--- src/rtl/elb_pkg.sv ---
package elb_pkg;
  localparam int KMAX = 32;
  localparam int PW   = $clog2(KMAX);
  localparam int KW   = PW + 1;

  typedef enum logic [1:0] {
    ST_HUNT = 2'd0,
    ST_ARM  = 2'd1,
    ST_RUN  = 2'd2
  } rel_state_e;

  // Fold the configured multiframe length into 1..KMAX.
  function automatic logic [KW-1:0] fold_k(input logic [KW-1:0] raw);
    if (raw == '0) return KW'(1);
    if (raw > KW'(KMAX)) return KW'(KMAX);
    return raw;
  endfunction

  // Clamp the release offset into 0..k-1.
  function automatic logic [PW-1:0] clamp_rbd(input logic [PW-1:0] rbd,
                                              input logic [KW-1:0] k);
    logic [KW-1:0] last;
    last = k - KW'(1);
    if ({1'b0, rbd} > last) return last[PW-1:0];
    return rbd;
  endfunction
endpackage

--- src/rtl/mf_phase.sv ---
module mf_phase
  import elb_pkg::*;
(
  input  logic          clk,
  input  logic          rst_n,
  input  logic [KW-1:0] cfg_k,
  input  logic          sysref,
  input  logic          realign_ok,
  output logic [PW-1:0] phase,
  output logic          at_last
);
  logic [KW-1:0] k_eff;
  logic          realign;

  assign k_eff   = fold_k(cfg_k);
  assign at_last = ({1'b0, phase} >= (k_eff - KW'(1)));
  assign realign = sysref & realign_ok;

  always_ff @(posedge clk or negedge rst_n) begin
    if (!rst_n)       phase <= '0;
    else if (realign) phase <= '0;
    else if (at_last) phase <= '0;
    else              phase <= phase + PW'(1);
  end

  // an accepted SYSREF zeroes the phase on the following cycle
  a_r2_realign_zero: assert property (@(posedge clk) disable iff (!rst_n)
    realign |=> phase == '0);

  // between boundaries the phase advances by one
  a_r2_count_up: assert property (@(posedge clk) disable iff (!rst_n)
    (!realign && !at_last) |=> phase == $past(phase) + PW'(1));
endmodule

--- src/rtl/lane_slot.sv ---
module lane_slot #(
  parameter int DW    = 16,
  parameter int DEPTH = 64,
  parameter int PW    = 5
) (
  input  logic          clk,
  input  logic          rst_n,
  input  logic          flush,
  input  logic          accept,
  input  logic          wr_en,
  input  logic [DW-1:0] wr_data,
  input  logic          rd_en,
  input  logic [PW-1:0] phase,
  output logic [DW-1:0] rd_data,
  output logic          arrived,
  output logic [PW-1:0] arr_phase,
  output logic          ovf
);
  localparam int AW = $clog2(DEPTH);
  localparam int CW = AW + 1;

  logic [DW-1:0] mem [DEPTH];
  logic [AW-1:0] wp, rp;
  logic [CW-1:0] fill;
  logic          full, empty, push_try, push, pop;

  assign full     = (fill == CW'(DEPTH));
  assign empty    = (fill == '0);
  assign push_try = accept & wr_en;
  assign push     = push_try & ~full;
  assign pop      = rd_en & ~empty;
  assign rd_data  = mem[rp];

  always_ff @(posedge clk) begin
    if (push && !flush) mem[wp] <= wr_data;
  end

  always_ff @(posedge clk or negedge rst_n) begin
    if (!rst_n) begin
      wp <= '0; rp <= '0; fill <= '0; arrived <= 1'b0; arr_phase <= '0;
    end else if (flush) begin
      wp <= '0; rp <= '0; fill <= '0; arrived <= 1'b0;
    end else begin
      wp   <= wp + AW'(push);
      rp   <= rp + AW'(pop);
      fill <= fill + CW'(push) - CW'(pop);
      if (push_try && !arrived) begin
        arrived   <= 1'b1;
        arr_phase <= phase;
      end
    end
  end

  always_ff @(posedge clk or negedge rst_n) begin
    if (!rst_n)              ovf <= 1'b0;
    else if (push_try && full) ovf <= 1'b1;
  end

  // a write into a full FIFO leaves it full (word dropped, not stored)
  a_r7_full_drop: assert property (@(posedge clk) disable iff (!rst_n)
    (full && push_try && !rd_en && !flush) |=> fill == CW'(DEPTH));

  // overflow is sticky
  a_r7_ovf_sticky: assert property (@(posedge clk) disable iff (!rst_n)
    ovf |=> ovf);

  // flush empties the lane and forgets its arrival
  a_r9_flush_clear: assert property (@(posedge clk) disable iff (!rst_n)
    flush |=> (fill == '0) && !arrived);
endmodule

--- src/rtl/lane_release_buf.sv ---
module lane_release_buf
  import elb_pkg::*;
#(
  parameter int LANES = 4,
  parameter int DW    = 16,
  parameter int DEPTH = 64
) (
  input  logic                clk,
  input  logic                rst_n,
  input  logic [LANES-1:0]    lane_valid,
  input  logic [LANES*DW-1:0] lane_data,
  input  logic                sysref,
  input  logic                resync_req,
  input  logic [KW-1:0]       cfg_k,
  input  logic [PW-1:0]       cfg_rbd,
  output logic                out_valid,
  output logic [LANES*DW-1:0] out_data,
  output logic [PW-1:0]       mf_phase,
  output logic [LANES*PW-1:0] arr_phase,
  output logic [LANES-1:0]    ovf_err,
  output logic                late_err,
  output logic                phase_err
);
  rel_state_e     st;
  logic           at_last;
  logic [LANES-1:0] arrived;
  logic [KW-1:0]  k_eff;
  logic [PW-1:0]  rel_at;
  logic           rel_slot, all_in, any_in, rel_fire, slot_missed, phase_slip;
  logic           accept, drain, realign_ok;

  assign k_eff       = fold_k(cfg_k);
  assign rel_at      = clamp_rbd(cfg_rbd, k_eff);
  assign realign_ok  = (st != ST_RUN);
  assign accept      = (st != ST_HUNT);
  assign drain       = (st == ST_RUN);
  assign all_in      = &arrived;
  assign any_in      = |arrived;
  assign rel_slot    = (st == ST_ARM) && (mf_phase == rel_at);
  assign rel_fire    = rel_slot & all_in;
  assign slot_missed = rel_slot & any_in & ~all_in;
  assign phase_slip  = (st == ST_RUN) & sysref & ~at_last;
  assign out_valid   = drain;

  mf_phase u_phase (
    .clk        (clk),
    .rst_n      (rst_n),
    .cfg_k      (cfg_k),
    .sysref     (sysref),
    .realign_ok (realign_ok),
    .phase      (mf_phase),
    .at_last    (at_last)
  );

  for (genvar g = 0; g < LANES; g++) begin : g_lane
    lane_slot #(.DW(DW), .DEPTH(DEPTH), .PW(PW)) u_slot (
      .clk       (clk),
      .rst_n     (rst_n),
      .flush     (resync_req),
      .accept    (accept),
      .wr_en     (lane_valid[g]),
      .wr_data   (lane_data[g*DW +: DW]),
      .rd_en     (drain),
      .phase     (mf_phase),
      .rd_data   (out_data[g*DW +: DW]),
      .arrived   (arrived[g]),
      .arr_phase (arr_phase[g*PW +: PW]),
      .ovf       (ovf_err[g])
    );
  end

  always_ff @(posedge clk or negedge rst_n) begin
    if (!rst_n)          st <= ST_HUNT;
    else if (resync_req) st <= ST_HUNT;
    else begin
      case (st)
        ST_HUNT: if (sysref)   st <= ST_ARM;
        ST_ARM:  if (rel_fire) st <= ST_RUN;
        default: st <= st;
      endcase
    end
  end

  always_ff @(posedge clk or negedge rst_n) begin
    if (!rst_n) begin
      late_err  <= 1'b0;
      phase_err <= 1'b0;
    end else if (resync_req) begin
      late_err  <= 1'b0;
      phase_err <= 1'b0;
    end else begin
      if (slot_missed) late_err  <= 1'b1;
      if (phase_slip)  phase_err <= 1'b1;
    end
  end

  // output only turns on right after a qualified release slot
  a_r4_release_slot: assert property (@(posedge clk) disable iff (!rst_n)
    $rose(out_valid) |-> $past(rel_slot && all_in));

  // lockstep drain only with every lane present
  a_r6_all_present: assert property (@(posedge clk) disable iff (!rst_n)
    out_valid |-> all_in);

  // a partial arrival at the slot blocks release and raises the flag
  a_r5_missed_slot: assert property (@(posedge clk) disable iff (!rst_n)
    (slot_missed && !resync_req) |=> late_err && !out_valid);

  // an out-of-phase SYSREF after release is flagged, phase not re-zeroed
  a_r8_slip_flag: assert property (@(posedge clk) disable iff (!rst_n)
    (phase_slip && !resync_req) |=> phase_err && (mf_phase != '0 || $past(at_last)));

  // resync drops the output and clears the sticky link flags
  a_r9_resync_clear: assert property (@(posedge clk) disable iff (!rst_n)
    resync_req |=> !out_valid && !late_err && !phase_err);
endmodule

--- config.mk ---
export PLATFORM = sky130hd
export DESIGN_NAME = lane_release_buf
export DESIGN_NICKNAME = d
export VERILOG_FILES = /design/src/rtl/elb_pkg.sv /design/src/rtl/mf_phase.sv /design/src/rtl/lane_slot.sv /design/src/rtl/lane_release_buf.sv
export SDC_FILE = /design/constraint.sdc
export NUM_CORES = 2
export LEC_CHECK = 0
export BUFFER_PORTS_ARGS = -buffer_cell sky130_fd_sc_hd__buf_2
export CAP_MARGIN = 20
export CORE_MARGIN = 10
export CORE_UTILIZATION = 30
export DETAILED_ROUTE_END_ITERATION = 10
export GPL_TIMING_DRIVEN = 0
export MAX_ROUTING_LAYER = met4
export SLEW_MARGIN = 15
export SYNTH_ARGS = -nofsm -noshare
export SYNTH_HDL_FRONTEND = slang
export SYNTH_SLANG_ARGS = --single-unit
--- constraint.sdc ---
create_clock -name clk -period 3.8 [get_ports clk]
set_input_delay 0.38 -clock clk [delete_from_list [all_inputs] [get_ports clk]]
set_output_delay 0.38 -clock clk [all_outputs]
set_load 0.01 [all_outputs]
After elaboration in Yosys (flattened, before gate mapping)
Memories as Yosys holds them, arrays and structs flattened.
Cells that the tools add are included.
{"block": "totals", "ff_bits": 113, "ramBits": 4096, "input_bits": 83, "output_inout_bits": 96, "mem_count": 4}
{"memory": "g_lane[0].u_slot.mem", "words": 64, "width": 16, "rd": 1, "rd_ports_with_merged_regs": 0, "wr": 1, "line": "lane_slot.sv:22", "rtl": "logic [DW-1:0] mem [DEPTH];"}
{"memory": "g_lane[1].u_slot.mem", "words": 64, "width": 16, "rd": 1, "rd_ports_with_merged_regs": 0, "wr": 1, "line": "lane_slot.sv:22"}
{"memory": "g_lane[2].u_slot.mem", "words": 64, "width": 16, "rd": 1, "rd_ports_with_merged_regs": 0, "wr": 1, "line": "lane_slot.sv:22"}
{"memory": "g_lane[3].u_slot.mem", "words": 64, "width": 16, "rd": 1, "rd_ports_with_merged_regs": 0, "wr": 1, "line": "lane_slot.sv:22"}
{"block": "op_classes", "addsub": 18, "order_cmp": 3, "eq_ne": 10, "muxes": 48, "bitwise": 29, "reduce_logical": 39}
{"cell": "$mux 6", "count": 12}
{"cell": "$add 6x1->6", "count": 8}
{"cell": "$add 7x1->7", "count": 4}
{"cell": "$eq 7x7->1 const B", "count": 4}
{"cell": "$logic_not 7->1", "count": 4}
{"cell": "$mux 7", "count": 4}
{"cell": "$sub 7x1->7", "count": 4}
{"cell": "$mux 1", "count": 24}
{"cell": "$mux 5", "count": 4}
{"cell": "$and 1x1->1", "count": 18}
{"cell": "$reduce_bool 2->1", "count": 7}
{"cell": "$logic_and 1x1->1", "count": 13}
{"cell": "$not 1->1", "count": 11}
{"cell": "$reduce_and 2->1", "count": 4}
{"cell": "$ge 5x6->1", "count": 1}
{"cell": "$gt 5x6->1", "count": 1}
{"cell": "$gt 6x6->1 const B", "count": 1}
{"cell": "$logic_not 6->1", "count": 1}
{"cell": "$mux 2", "count": 3}
{"cell": "$ne 3x3->1 const B", "count": 2}
{"cell": "$sub 6x1->6 const B", "count": 1}
{"cell": "$add 5x1->5 const B", "count": 1}
{"cell": "$eq 5x5->1", "count": 1}
{"cell": "$logic_not 1->1", "count": 5}
{"cell": "9 further kinds", "count": 9}

Longest topological paths before layout
{"block": "depth", "ltp_word": 15, "ltp_mapped": 16, "mapped_depth_nobuf": 16}

Cells and area by module
A second synthesis with hierarchy kept.
{"block": "unflattened", "cells_unflattened": 7663, "area_unflattened_um2": 164411.4}
{"module": "lane_slot at g_lane[1].u_slot ...", "instances": 2, "cells_each": 1876, "area_each_um2": 40810.4, "seq_area_each_um2": 31400.1}
{"module": "lane_slot at g_lane[3].u_slot", "instances": 1, "cells_each": 1912, "area_each_um2": 40894.2, "seq_area_each_um2": 31400.1}
{"module": "lane_slot at g_lane[0].u_slot", "instances": 1, "cells_each": 1876, "area_each_um2": 40805.4, "seq_area_each_um2": 31400.1}
{"module": "lane_release_buf", "instances": 1, "cells_each": 79, "area_each_um2": 669.4, "seq_area_each_um2": 100.1}
{"module": "mf_phase", "instances": 1, "cells_each": 44, "area_each_um2": 421.7, "seq_area_each_um2": 125.1}

Worst setup path after synthesis
No wires, ideal clock.
{"block": "synth_path", "path_type": "register -> register", "from": "reg g_lane[3].u_slot.fill[2]", "to": "mem g_lane[3].u_slot.mem[8][0] (enable)", "arrival_time_ns": 3.267, "required_time_ns": 3.370, "setup_slack_ns": 0.102, "stages_incl_launch_ff": 10, "n_path_buf": 1, "cell_sequence": "dfrtp_1 > inv_1 > ha_1 > nand2_1 > nor3_1 > nand2_1 > nand2_1 > or4b_2 > clkbuf_1 > nor4_1"}
{"block": "synth_via", "elab_chain_len": 6}
{"element": "from (decl)", "line": "lane_slot.sv:24", "rtl": "logic [CW-1:0] fill;"}
{"element": "from (signal assigned)", "line": "lane_slot.sv:46", "rtl": "fill <= fill + CW'(push) - CW'(pop);"}
{"element": "$eq 7x7->1", "line": "lane_slot.sv:27", "rtl": "assign full = (fill == CW'(DEPTH));"}
{"element": "$not 1->1", "line": "lane_slot.sv:30", "rtl": "assign push = push_try & ~full;"}
{"element": "$and 1x1->1", "line": "lane_slot.sv:30"}
{"element": "$logic_and 1x1->1", "line": "lane_slot.sv:35", "rtl": "if (push && !flush) mem[wp] <= wr_data;"}
{"element": "$mux 1", "line": "lane_slot.sv:35"}
{"element": "$mux 1 (not written as such)", "line": "lane_slot.sv:35"}
{"element": "to (decl)", "line": "lane_slot.sv:22"}
No other way between the ends.

Worst setup path in the final report
{"block": "layout_path", "from": "reg g_lane[2].u_slot.rp[0]", "to": "out out_data[41]"}
{"block": "layout_via", "elab_chain_len": 1}
{"element": "from (decl)", "line": "lane_slot.sv:23", "rtl": "logic [AW-1:0] wp, rp;"}
{"element": "from (signal assigned)", "line": "lane_slot.sv:45", "rtl": "rp <= rp + AW'(pop);"}
{"element": "$mem_v2 64x16"}
{"element": "to (decl)", "line": "lane_release_buf.sv:17", "rtl": "output logic [LANES*DW-1:0] out_data,"}
No other way between the ends.

==> reports/results.txt <==
NetSw: 0.0193 W
Hold Fails Final Rpt: 0
Die Height: 758 µm
Max-slew violation count: 0
Async set-reset flop share out of synthesis: 2.68%
CP endpoint kind: output pin
FMAX: 233 MHz
Gr ovfl total: 0
Clock power share: 43.2%
Post-Synth Adder-Cell Area: 0.530%
Reg2reg setup slack: 0.13 ns
Via count: 80.6k
H-tree depth: 5
Failing checks: negative setup slack
Syn avg cell area: 22.2 µm²
Die Wd: 758 µm
Worst-path clk slew: 0.06 ns
Post-route insts no fill: 16.1k
Die ar.: 575000 µm²
Seq cells post-synth: 4209
Layout area overhead: 21.9%
Vias per cell: 5.02
Worst Hold Launch: lane_data[61]
Core ar.: 544000 µm²
Int Pwr: 0.0751 W
Hold crit path type: primary input to flop
DR WL/cell: 26.8 µm
GRT Max-Usage Layer: met2
Synth unique cells: 53
Drt drc: 0
Mux contribution to synthesized area: 17.2%
Slew headroom: 16.7%
Final WS setup: -0.484 ns
Initial antenna violation count: 27
FP Rows: 271
Reg2Reg Launch Point: st[0]
Final core utilization: 36.6%
Share of cells above drive strength 1: 37.2%
Number of max-cap violations: 0
TritonRoute pass-1 iters: 5
CP max FO: 9
Synth Area in XOR/XNOR: 0.306%
Cell Area, Synth: 163000 µm²
Register area share after synthesis: 77.0%
Fin Hold WS: 0.0372 ns
Largest net degree at the start of global routing: 68
Met1 Use GR: 19.2%
Gpl congestion: 0.934
Clock sink count: 4209
Startpoint types: flop
Sequential Power Share: 54.2%
Crit path arrival time: 3.90 ns
Drt total wl: 431000 µm
CTS Buf Count: 422
P per Cell Area: 474 nW/µm²
Synth Warn #: 0
Final net count: 8598
Critical Path Start: g_lane[2].u_slot.rp[0]
Met3 usage in global routing: 2.18%
Number of global-route vias before repair: 81.8k
Static leakage: 60.0 nW
Synth Area in Simple Gates: 1.88%
Total track usage: 14.8%
EDFF count, synth: 4096
Worst-margin pin slew: 1.25 ns
PortBufs: 178
GR Util met2: 23.9%
WP data required: 3.42 ns
Peak supply drop: 0.429 mV
Post-Synthesis Cells: 7377
RSZ-0062 raised after global routing: yes
Switching Fraction: 20.5%
Combinational Power Share: 2.5%
Setup CP Type: flop to output pin
I/O Pins: 179
Clock root cell: clkbuf_16
Pre-CTS WS: -0.974 ns
First-pass GRT wire length: 607000 µm
Largest family of logic cells by synthesized area: multiplexers
CTS tree: built
Compound-Gate Fraction of Synth Area: 1.84%
Prevailing post-synth register cell: edfxtp_1
Tcrit/Tclk final: 113%
Initial core utilization: 30.0%
Dpl hpwl: 285000 µm
Final min period: 4.28 ns
Worst-Skew Late Latency: 1.00 ns
Clock Skew: 0.0427 ns
Antenna Violating Nets Remaining: 0
DRT iter0 DRCs: 8816
Syn_nets: 7526
Status: finished, violations left
Final setup violation count: 57
CTS max path bufs: 4
Cell count after placement: 15.0k
## synthesized netlist by cell type, types with 35 or more instances
library cell,number,area share (%)
mux2i_1,257,1.6
nand3_1,82,0.25
nor2_1,376,0.86
o221ai_1,114,0.61
o211ai_1,35,0.16
mux2_2,70,0.48
edfxtp_1,4096,75
buf_1,63,0.14
mux4_2,1099,15
o21ai_0,137,0.42
buf_2,119,0.36
nand2_1,103,0.24
dfrtp_1,113,1.7
inv_1,51,0.12
ha_1,62,0.47
a21oi_1,101,0.31
clkbuf_1,202,0.46
## what timing repair did
item                                    4_1_cts  5_1_grt
endpoints found under the hold margin      1791      847
buffers inserted                             59       58
hold buffers                                 52       17
endpoints found under the setup margin      487      205
pin swaps                                    73       84
gates cloned                                 24       27
resized for setup                          1215      250
## cells in the final DEF (no fill, tap or decap), types with 105 or more instances in the layout
master and n:
buf_12 114, buf_4 167, buf_6 237, buf_8 105, clkbuf_1 172, clkbuf_16 464
dfrtp_1 109, edfxtp_1 4096, mux2i_1 200, mux4_2 1099, nor2_1 121, nor2_2 254
## stage by stage
step	power (W)	area [µm²]	TNS, ns
2_1_floorplan	0.0530	163000	0
3_3_place_gp	0.0544	173000	-2665.82
3_5_place_dp	0.0545	177000	-89.99
4_1_cts	0.0951	197000	-25.61
5_1_grt	0.0972	199000	-25.27
6_report	0.0944	199000	-19.96
## worst paths after layout
check / endpoint / cells past startpoint
worst min register to register: g_lane[0].u_slot.ovf / 1
min in group asynchronous: g_lane[0].u_slot.ovf / 3
worst min-delay path: g_lane[3].u_slot.mem[4][13] / 1
max in group asynchronous: g_lane[0].u_slot.fill[2] / 4
worst max-delay path: out_data[41] / 8
worst max register to register: g_lane[0].u_slot.mem[2][4] / 7
## registers in the layout, indices dropped and copies added (netlist names)
signal	count
g_lane.u_slot.rp	24
g_lane.u_slot.fill	28
u_phase.phase	5
late_err	1
g_lane.u_slot.ovf	4
g_lane.u_slot.mem	4096
g_lane.u_slot.wp	24
g_lane.u_slot.arr_phase	20
g_lane.u_slot.arrived	4
st	2
phase_err	1
## final cells by class
class | instances | area, µm²
Tap cell | 7234 | 9050
Buffer | 402 | 4240
Inverter | 51 | 191
Fill cell | 48900 | 345000
Clock inverter | 243 | 2210
Antenna cell | 14 | 35.0
Sequential cell | 4209 | 126000
Multi-Input combinational cell | 2706 | 38600
Timing Repair Buffer | 657 | 7700
Clock buffer | 537 | 11200
## cell families after synthesis
logic type	after synthesis
muxes	1426
adders and majority gates	67
AOI/OAI and AO/OA	464
DFF	4209
and+or+nand+nor	692
buffers and inverters	462
xor gates and xnor gates	57
## metal layers
metal  routed length [µm]  vias up
met5                    0        -
met4                18100        0
met3                28900      709
met2               211000     3141
met1               173000    43400
li1                     -    33300
## critical path: stages, from the launching register on
cell and delay (ns):
dfrtp_1 0.41, buf_12 0.16, buf_6 0.10, buf_12 0.17, buf_12 0.15, mux4_2 0.53, mux4_2 0.61, mux4_2 0.61
buf_6 0.16
## power groups by stage
stage	Clock, W	Combinational, W	Sequential (W)
floorplan	0	0.000829	0.0522
global placement	0	0.00215	0.0522
detailed placement	0	0.00230	0.0522
CTS	0.0415	0.00240	0.0512
global route	0.0434	0.00261	0.0512
finish	0.0408	0.00238	0.0512
Note: power is estimated with default switching activity, not from simulation.
